===== config.mk =====
export PLATFORM = sky130hd
export DESIGN_NAME = psb_burst_sram
export DESIGN_NICKNAME = d
export VERILOG_FILES = /design/src/rtl/psb_pkg.sv /design/src/rtl/psb_lag_pipe.sv /design/src/rtl/psb_bus_ctrl.sv /design/src/rtl/psb_array.sv /design/src/rtl/psb_burst_sram.sv
export SDC_FILE = /design/constraint.sdc
export NUM_CORES = 2
export LEC_CHECK = 0
export BUFFER_PORTS_ARGS = -buffer_cell sky130_fd_sc_hd__buf_4
export CELL_PAD_IN_SITES_DETAIL_PLACEMENT = 0
export CELL_PAD_IN_SITES_GLOBAL_PLACEMENT = 1
export CORE_ASPECT_RATIO = 0.6
export CORE_UTILIZATION = 56
export CTS_CLUSTER_SIZE = 14
export DETAILED_ROUTE_END_ITERATION = 8
export PLACE_DENSITY_LB_ADDON = 0.05
export SLEW_MARGIN = 20
export SYNTH_ARGS = -nofsm -noshare
export SYNTH_HDL_FRONTEND = slang
export SYNTH_SLANG_ARGS = --single-unit
export TNS_END_PERCENT = 50

===== constraint.sdc =====
create_clock -name clk -period 13.8 [get_ports clk]
set_input_delay 0 -clock clk [delete_from_list [all_inputs] [get_ports clk]]
set_output_delay 0 -clock clk [all_outputs]
set_load 0.01 [all_outputs]

===== src/rtl/psb_pkg.sv =====
package psb_pkg;
    localparam int unsigned PSB_DW    = 32;
    localparam int unsigned PSB_BEATS = 4;
    localparam int unsigned PSB_BW    = $clog2(PSB_BEATS);

    typedef logic [PSB_DW-1:0]             word_t;
    typedef word_t [PSB_BEATS-1:0]         line_t;
    typedef logic [PSB_BW-1:0]             beat_t;
endpackage


===== src/rtl/psb_lag_pipe.sv =====
module psb_lag_pipe #(
    parameter int unsigned DEPTH = 1,
    parameter int unsigned W     = 8
) (
    input  logic         clk,
    input  logic         rst_n,
    input  logic         in_vld,
    input  logic [W-1:0] in_data,
    output logic         out_vld,
    output logic [W-1:0] out_data
);
    logic [DEPTH-1:0] vld_q;
    logic [W-1:0]     data_q [DEPTH];

    for (genvar g = 0; g < DEPTH; g++) begin : g_stage
        logic         vld_d;
        logic [W-1:0] data_d;
        if (g == 0) begin : g_head
            always_comb begin
                vld_d  = in_vld;
                data_d = in_data;
            end
        end else begin : g_body
            always_comb begin
                vld_d  = vld_q[g-1];
                data_d = data_q[g-1];
            end
        end
        always_ff @(posedge clk or negedge rst_n) begin
            if (!rst_n) begin
                vld_q[g]  <= 1'b0;
                data_q[g] <= '0;
            end else begin
                vld_q[g]  <= vld_d;
                data_q[g] <= data_d;
            end
        end
    end

    assign out_vld  = vld_q[DEPTH-1];
    assign out_data = data_q[DEPTH-1];
endmodule


===== src/rtl/psb_bus_ctrl.sv =====
module psb_bus_ctrl #(
    parameter int unsigned BEATS = 4
) (
    input  logic clk,
    input  logic rst_n,
    input  logic cmd_valid,
    input  logic cmd_write,
    output logic cmd_ready,
    output logic accept,
    output logic slot_free
);
    localparam int unsigned CW = $clog2(BEATS);

    typedef struct packed {
        logic [CW-1:0] busy;
        logic          last_wr;
        logic          have_last;
        logic          idle;
    } ctrl_t;

    ctrl_t c_q, c_d;

    always_comb begin
        slot_free = (c_q.busy == '0);
        cmd_ready = slot_free &&
                    (!c_q.have_last || (cmd_write == c_q.last_wr) || c_q.idle);
        accept    = cmd_valid && cmd_ready;
        c_d       = c_q;
        if (accept) begin
            c_d.busy      = CW'(BEATS - 1);
            c_d.last_wr   = cmd_write;
            c_d.have_last = 1'b1;
            c_d.idle      = 1'b0;
        end else if (!slot_free) begin
            c_d.busy = c_q.busy - 1'b1;
            c_d.idle = 1'b0;
        end else begin
            c_d.idle = 1'b1;
        end
    end

    always_ff @(posedge clk or negedge rst_n) begin
        if (!rst_n) c_q <= '0;
        else        c_q <= c_d;
    end
endmodule


===== src/rtl/psb_array.sv =====
module psb_array #(
    parameter int unsigned LINE_W = 4
) (
    input  logic                clk,
    input  logic                we,
    input  logic [LINE_W-1:0]   waddr,
    input  psb_pkg::line_t      wline,
    input  logic [LINE_W-1:0]   raddr,
    output psb_pkg::line_t      rline
);
    localparam int unsigned LINES = 2 ** LINE_W;

    psb_pkg::line_t mem [LINES];

    always_ff @(posedge clk) begin
        if (we) mem[waddr] <= wline;
    end

    assign rline = mem[raddr];
endmodule


===== src/rtl/psb_burst_sram.sv =====
module psb_burst_sram #(
    parameter int unsigned ADDR_W = 6,
    parameter int unsigned RD_LAT = 4,
    parameter int unsigned WR_LAG = 2
) (
    input  logic                      clk,
    input  logic                      rst_n,
    input  logic                      cmd_valid,
    input  logic                      cmd_write,
    input  logic [ADDR_W-1:0]         cmd_addr,
    input  logic [psb_pkg::PSB_DW-1:0] wdata,
    output logic                      cmd_ready,
    output logic                      rd_valid,
    output logic [psb_pkg::PSB_DW-1:0] rd_data
);
    import psb_pkg::*;

    localparam int unsigned LINE_W = ADDR_W - PSB_BW;
    localparam beat_t       LAST   = beat_t'(PSB_BEATS - 1);

    typedef struct packed {
        logic              rd_act;
        beat_t             rd_beat;
        logic [LINE_W-1:0] rd_line;
        beat_t             rd_low;
        logic              wr_act;
        beat_t             wr_beat;
        logic [LINE_W-1:0] wr_line;
        beat_t             wr_low;
        line_t             wr_cap;
        logic              pend_vld;
        logic [LINE_W-1:0] pend_line;
        line_t             pend_data;
        logic              out_vld;
        word_t             out_data;
    } state_t;

    state_t s_q, s_d;

    logic              accept, slot_free;
    logic              rp_vld, wp_vld;
    logic [ADDR_W-1:0] rp_addr, wp_addr;
    line_t             arr_rline;
    logic              commit;
    beat_t             rd_idx, wr_idx;
    line_t             cap;
    logic              fwd;

    psb_bus_ctrl #(.BEATS(PSB_BEATS)) u_ctrl (
        .clk       (clk),
        .rst_n     (rst_n),
        .cmd_valid (cmd_valid),
        .cmd_write (cmd_write),
        .cmd_ready (cmd_ready),
        .accept    (accept),
        .slot_free (slot_free)
    );

    psb_lag_pipe #(.DEPTH(RD_LAT - 1), .W(ADDR_W)) u_rd_pipe (
        .clk      (clk),
        .rst_n    (rst_n),
        .in_vld   (accept && !cmd_write),
        .in_data  (cmd_addr),
        .out_vld  (rp_vld),
        .out_data (rp_addr)
    );

    psb_lag_pipe #(.DEPTH(WR_LAG - 1), .W(ADDR_W)) u_wr_pipe (
        .clk      (clk),
        .rst_n    (rst_n),
        .in_vld   (accept && cmd_write),
        .in_data  (cmd_addr),
        .out_vld  (wp_vld),
        .out_data (wp_addr)
    );

    psb_array #(.LINE_W(LINE_W)) u_array (
        .clk   (clk),
        .we    (commit),
        .waddr (s_q.pend_line),
        .wline (s_q.pend_data),
        .raddr (s_q.rd_line),
        .rline (arr_rline)
    );

    always_comb begin
        s_d         = s_q;
        s_d.out_vld = 1'b0;
        commit      = 1'b0;
        rd_idx      = s_q.rd_low + s_q.rd_beat;
        wr_idx      = s_q.wr_low + s_q.wr_beat;
        fwd         = s_q.pend_vld && (s_q.pend_line == s_q.rd_line);
        cap         = s_q.wr_cap;
        cap[wr_idx] = wdata;

        // read beat engine: one word per cycle while active
        if (s_q.rd_act) begin
            s_d.out_vld  = 1'b1;
            s_d.out_data = fwd ? s_q.pend_data[rd_idx] : arr_rline[rd_idx];
            s_d.rd_beat  = s_q.rd_beat + 1'b1;
            if (s_q.rd_beat == LAST) s_d.rd_act = 1'b0;
        end
        if (rp_vld) begin
            s_d.rd_act  = 1'b1;
            s_d.rd_beat = '0;
            s_d.rd_line = rp_addr[ADDR_W-1:PSB_BW];
            s_d.rd_low  = rp_addr[PSB_BW-1:0];
        end

        // write capture engine and pending line handling
        if (s_q.wr_act) begin
            s_d.wr_cap  = cap;
            s_d.wr_beat = s_q.wr_beat + 1'b1;
            if (s_q.wr_beat == LAST) begin
                s_d.wr_act    = 1'b0;
                commit        = s_q.pend_vld;
                s_d.pend_vld  = 1'b1;
                s_d.pend_line = s_q.wr_line;
                s_d.pend_data = cap;
            end
        end
        if (!(s_q.wr_act && s_q.wr_beat == LAST) &&
            s_q.pend_vld && slot_free && !cmd_valid) begin
            commit       = 1'b1;
            s_d.pend_vld = 1'b0;
        end
        if (wp_vld) begin
            s_d.wr_act  = 1'b1;
            s_d.wr_beat = '0;
            s_d.wr_line = wp_addr[ADDR_W-1:PSB_BW];
            s_d.wr_low  = wp_addr[PSB_BW-1:0];
        end
    end

    always_ff @(posedge clk or negedge rst_n) begin
        if (!rst_n) s_q <= '0;
        else        s_q <= s_d;
    end

    assign rd_valid = s_q.out_vld;
    assign rd_data  = s_q.out_data;
endmodule


=== Yosys cells after proc, flatten, opt, wreduce, memory -nomap -nowiden ===
Memory sizes are Yosys's and may differ from the RTL's.
Index checks and enable logic that the tools add are counted.

* Register bits: 339
* Memory bits (writable): 2048
* Bits of input ports: 42
* Output and inout port bits: 34
* Logic and storage cells: 95
* Memories: 1

{| class="wikitable"
|+ Memories
! name !! depth !! width !! read ports !! clocked after memory_dff !! write ports !! RTL line !! text
|-
| u_array.mem || 16 || 128 || 1 || 0 || 1 || psb_array.sv:13 || <nowiki>psb_pkg::line_t mem [LINES];</nowiki>
|}

* Add/sub/neg operators: 5
* Magnitude comparators: 3
* Eq/ne operators: 5
* Mux-type cells: 27
* Reductions and logical operators: 23

{| class="wikitable"
|+ Operators with widths
! cell !! count
|-
| $mux W133 || 2
|-
| $bmux W32 S2 || 2
|-
| $bwmux W128 || 1
|-
| $mux W32 || 4
|-
| $demux W32 S2 || 1
|-
| $mux W33 || 1
|-
| $mux W9 || 2
|-
| $logic_and A1 B1 Y1 || 10
|-
| $mux W1 || 10
|-
| $reduce_bool A2 Y1 || 4
|-
| $lt A2 B3 Y1 const B || 2
|-
| $mux W3 || 2
|-
| $add A2 B1 Y2 const B || 2
|-
| $add A2 B2 Y2 || 2
|-
| $eq A2 B2 Y1 const B || 2
|-
| $eq A4 B4 Y1 || 1
|-
| $logic_not A1 Y1 || 4
|-
| $mux W2 || 2
|-
| $reduce_and A2 Y1 || 2
|-
| $ge A2 B1 Y1 const B || 1
|-
| $logic_not A2 Y1 || 1
|-
| $logic_or A1 B1 Y1 || 2
|-
| $ne A2 B2 Y1 const B || 1
|-
| $sub A2 B1 Y2 const B || 1
|-
| $eq A1 B1 Y1 || 1
|}

=== Logic depth before layout (Yosys ltp) ===
* Depth in word-level cells: 9
* Mapped depth: 10
* Mapped depth without buffers: 7

=== Hierarchy ===
Synthesis repeated with hierarchy kept, for this count alone.

* Cells, all modules: 4491
* Area, all modules: 92772.7 um^2

{| class="wikitable"
|+ By module, submodules not included
! module !! times used !! cells each !! area an instance (um^2) !! sequential area each (um^2)
|-
| psb_array || 1 || 3229 || 76882.5 || 61499.0
|-
| psb_burst_sram || 1 || 1206 || 14910.6 || 7807.5
|-
| psb_lag_pipe (u_rd_pipe) || 1 || 21 || 525.5 || 525.5
|-
| psb_bus_ctrl || 1 || 28 || 279.0 || 125.1
|-
| psb_lag_pipe (u_wr_pipe) || 1 || 7 || 175.2 || 175.2
|}

=== Worst setup path after synthesis ===
OpenSTA, ideal clock, no wires.

* Path type: register -> register
* Start point: register s_q[302] in the netlist's numbering
* End point: memory u_array.mem[0][0] in the netlist's numbering, enable pin
* Setup time: 0.773 ns
* Arrival: 10.060 ns
* Required time: 13.027 ns
* Setup slack: 2.967 ns
* Cell stages (with the launch flop): 7
* Path buffers: 2
* Cells stage by stage: dfrtp_1 -> clkbuf_1 -> nand2_1 -> clkbuf_1 -> a21bo_2 -> or3_1 -> nor3_1

* Cells in the longest elaborated chain, start to end: 8
* Elaborated cells on any way between the ends: 9
* Classes of those cells: mux (4); reduce/logical (5)

{| class="wikitable"
|+ Ends and longest elaborated chain
! what !! RTL line !! text
|-
| start: declaration || psb_burst_sram.sv:38 || <nowiki>state_t s_q, s_d;</nowiki>
|-
| start signal: assignment || psb_burst_sram.sv:136 || <nowiki>if (!rst_n) s_q <= '0;</nowiki>
|-
| start signal: assignment || psb_burst_sram.sv:137 || <nowiki>else s_q <= s_d;</nowiki>
|-
| $logic_and A1 B1 Y1 || psb_burst_sram.sv:122 || <nowiki>if (!(s_q.wr_act && s_q.wr_beat == LAST) &&</nowiki>
|-
| $logic_not A1 Y1 || psb_burst_sram.sv:122 ||
|-
| $logic_and A1 B1 Y1 || psb_burst_sram.sv:122 ||
|-
| $logic_and A1 B1 Y1 (2 in a row) || psb_burst_sram.sv:123 || <nowiki>s_q.pend_vld && slot_free && !cmd_valid) begin</nowiki>
|-
| $mux W1 (*) || psb_burst_sram.sv:122 ||
|-
| $mux W1 (*) || psb_array.sv:16 || <nowiki>if (we) mem[waddr] <= wline;</nowiki>
|-
| $mux W1 (implied by the code) (*) || psb_array.sv:16 ||
|-
| end: declaration || psb_array.sv:13 ||
|}

Mark *: on every way between the ends. The rest lies on a longest branch, timed or not.

=== Worst setup path after layout ===
* Start point: register s_q[302] in the netlist's numbering
* End point: memory u_array.mem[10][20] in the netlist's numbering, enable pin

The elaborated chain is that of the path after synthesis.

==> flow_results.org <==
** Status
- The flow ran to the end, and the final reports show no timing, DRC or antenna violations.

** GRT
- Global route total overflow :: 0
- Entering global routing, the biggest net connects 205 pins.
- The first global-routing pass estimated 341 mm of wire.
- Initial antenna violation count :: 25
- Global-route usage over all layers :: 29.4%
- Via count of the first global-routing pass :: 45300

** Cells and area
- Post-synthesis to final-layout area growth :: 11.1%
- Sequential cell area :: 0.0700 mm2
- Non-Filler Cell Area, Final :: 0.102 mm2
- Multi-input gate area :: 0.0210 mm2
- Commonest cells after routing, fill and taps aside :: 2048 x edfxtp_1, 560 x mux4_2, 335 x dfrtp_1
- Nets :: 4588
- In the final layout, the share of cells above drive strength 1 is 24.1%.
- The library cell used most frequently in the layout, excluding fill and tap cells, is edfxtp_1.
- After filler insertion, the fill cell instance count of the layout stands at 11100.

** Worst hold path
- The path with the worst hold slack has its endpoint at s_q[173]$_DFFE_PN0P_.
- Hold crit path type :: in2reg
- In this run the most critical hold path is launched from wdata[7].
- Cell depth of the worst hold path :: 3

** Worst setup path
- Data on the critical path arrives at its endpoint at 5.72 ns.
- The worst setup path is launched from a flop.
- Required @ worst endpoint :: 14.24 ns
- STA classifies the critical path endpoint as a flop.
- For the worst flop-to-flop path, the logic depth is 8.
- Type of the setup path with the least slack :: reg2reg
- Along the worst path, the maximum fanout reaches 60.
- The worst register-to-register path begins at s_q[302]$_DFF_PN0_.
- R2R setup slack :: 8.53 ns
- The endpoint identified for the worst register-to-register timing path is u_array.mem[10][20]$_DFFE_PP_.

** Synth
- When the netlist entered floorplanning its net count stood at 4427.
- Main synth FF type :: edfxtp_1
- Synth unique cells :: 55
- The share of the Yosys chip area taken by registers is 75.9%.
- Mapped Cells :: 4380
- Number of synthesized flops with an enable pin :: 2048
- The synthesized design contains 2387 register bits.
- The mapped netlist covers 0.0922 mm2.
- Post-Syn Area per Cell :: 21.1 um2
- Yosys warning total :: 0
- Fraction of registers with async set or reset after synthesis :: 14.2%

** Power and ir drop
- Peak supply drop :: 0.237 mV
- Leakage :: 0.0339 uW
- Power spread over the standard cell area amounts to 227 mW/mm2.

** CTS
- Number of buffers created by CTS :: 215
- Counting along the longest clock path gives a buffer depth of 4.
- Clk_lat worst skew :: 0.84 ns
- Clock tree root buffer cell :: clkbuf_16
- Sink Count :: 2387
- After clock tree synthesis, the clock-pin slew on the worst setup and hold paths is 0.06 ns.
- TritonCTS built the clock tree.
- The H-tree was split into 4 levels.

** Job
- Number of max-cap violations :: 0

** Drt
- The detailed router finished its first iteration with 6147 violations.
- In the final routed layout, each cell accounts on average for 35.1 um.
- Drc violations :: 0
- Overall via count from detail_route :: 45700
- The count of nets left with antenna violations once routing finished came out at 0.
- Via density per instance :: 6.65
- Total wirelength of the detailed-routed design :: 241 mm
- First-pass iteration count of the detailed router :: 5

** STA
- The final critical path takes up 38.2% of the cycle.
- At the pin with the least slew margin, the transition time is 1.14 ns.
- In this run the tightest slew margin relative to its limit is 24.3%.
- For the final database, setup skew stands at 0.0202 ns.
- Setup violations remaining at the end of the flow were counted as 0.
- Unrepaired setup endpoints after global routing :: false
- The final count of pins violating max slew is 0.
- Static timing analysis puts the maximum clock frequency at 190 MHz.
- The clock period could shrink to 5.27 ns.
- Accumulated negative setup slack :: 0 ns
- The count of endpoints failing hold in the final timing report was 0.

** Placed design
- In this run the cell area measured after placement is 0.0952 mm2.
- GPL Wtd Cong :: 0.733
- The HPWL after detailed placement is 119 mm.
- During placement, the flow inserted port buffers numbering 75.

** Die
- Number of placement rows :: 114
- Once the floorplan was initialized, standard cells occupied 56.8% of the core.
- Die area :: 0.166 mm2
- Height of the chip :: 316 um
- Horizontal die dimension :: 526 um
- 76 I/O pins were placed.
- In this run the standard cell core region covers 0.162 mm2.
[through the flow]
step / setup slack, ns / utilization, % / hold WS (ns) / total power [uW] / std cells
global placement: 8.57 / 58.6 / 0.109 / 17500 / 6409
floorplan: 2.97 / - / -0.296 / 14800 / 4380
finish: 8.53 / 63.1 / 0.0317 / 23200 / 6869
detailed placement: 8.47 / 58.6 / 0.111 / 17600 / 6409
CTS: 8.45 / 63.1 / 0.00275 / 23300 / 6862
global route: 8.25 / 63.1 / 0.0244 / 24100 / 6863
[critical path, stage by stage, from the launching register on]
cell and delay (ns):
dfrtp_1 0.59, nand2_4 0.45, a21bo_2 0.34, nor2_1 0.10, nand2_1 0.21, nor2_4 0.63, buf_4 0.72, buf_4 0.78
buf_4 0.89
[flip-flops by register name, summed over array words and instances (netlist names), 2 cells and up]
register	flops
u_rd_pipe.g_stage.vld_d	2
u_ctrl.c_q	5
u_wr_pipe.out_data	6
u_array.mem	2048
s_q	279
u_rd_pipe.out_data	6
rd_data	32
u_rd_pipe.g_stage.data_d	6
[Yosys cell counts, types with 2 or more instances]
cell type	number	area share, %
xnor2_1	8	0.076
buf_6	6	0.073
nor3_1	12	0.065
mux2i_1	215	2.3
o21ai_0	130	0.71
a21o_1	2	0.016
nand3_1	13	0.071
nor2_1	39	0.16
a21oi_1	66	0.36
mux2_2	85	1.0
o31ai_1	4	0.033
mux4_2	560	14
and3_1	2	0.014
nand4b_1	2	0.019
a2111oi_0	2	0.019
and2_1	6	0.041
ha_1	5	0.068
o21ai_1	27	0.15
nand2b_1	8	0.054
o311ai_1	3	0.028
mux2_1	60	0.73
nor2b_1	7	0.047
a22oi_1	159	1.3
o221ai_1	4	0.038
a211oi_1	3	0.024
inv_1	6	0.024
buf_2	80	0.43
a21boi_0	2	0.016
or3_1	2	0.014
clkbuf_1	117	0.48
buf_1	16	0.065
a31o_2	3	0.028
nand4_1	12	0.081
buf_4	70	0.57
a31oi_1	5	0.034
nor4_1	15	0.10
edfxtp_1	2048	67
nand3b_1	2	0.016
xor2_1	2	0.019
o22ai_1	11	0.075
nand2_1	204	0.83
o2111ai_1	6	0.057
dfrtp_1	339	9.2
[report_power, final]
part / switching, uW / leakage, uW / internal [uW]
Sequential: 1260 / 0.0226 / 9290
Combinational: 3990 / 0.00808 / 2910
Clock: 2560 / 0.00322 / 3200
[layout make-up]
type,count,share of cell area (%)
Antenna cell,7,0.0171
Clock buffer,337,6.02
Clock inverter,55,0.448
Inverter,7,0.0281
Multi-Input combinational cell,1697,20.5
Sequential cell,2387,68.3
Tap cell,2146,2.62
Timing Repair Buffer,233,2.09
[metal layers]
metal | global-route usage (%) | share of wire, % | up-vias
li1 | - | - | 18400
met1 | 46.9 | 44 | 24600
met2 | 41.3 | 43 | 2405
met3 | 7.68 | 11 | 297
met4 | 5.52 | 1.7 | 16
met5 | 0 | 0.044 | -
[what timing repair did]
item	4_1_cts	5_1_grt
setup buffers	0	0
hold buffers	61	0
resized for setup	0	0
hold endpoints to repair	404	0
[worst max-delay path by stage]
| stage | start | end | depth (start not counted) |
|---|---|---|---|
| 2_1_floorplan | s_q[302]$_DFF_PN0_ | u_array.mem[0][0]$_DFFE_PP_ | 6 |
| 3_3_place_gp | s_q[302]$_DFF_PN0_ | u_array.mem[10][20]$_DFFE_PP_ | 8 |
| 3_5_place_dp | s_q[302]$_DFF_PN0_ | u_array.mem[10][20]$_DFFE_PP_ | 8 |
| 4_1_cts | s_q[302]$_DFF_PN0_ | u_array.mem[10][3]$_DFFE_PP_ | 8 |
| 5_1_grt | s_q[302]$_DFF_PN0_ | u_array.mem[10][20]$_DFFE_PP_ | 8 |
| 6_report | s_q[302]$_DFF_PN0_ | u_array.mem[10][20]$_DFFE_PP_ | 8 |
[kinds of logic (layout without fill, tap and decap cells)]
kind of cell,after synthesis,after routing,share of synthesized area [%]
AND/OR/NAND/NOR,324,324,1.51
buffers and inverters,296,632,1.65
AO/OA/AOI/OAI,436,436,2.96
XOR/XNOR,12,12,0.145
other,0,7,0
multiplexers,920,920,17.8
flip-flops,2387,2387,75.9
adder cells (fa/ha/maj),5,5,0.0678
No activity file was read; power rests on OpenSTA's default activity.
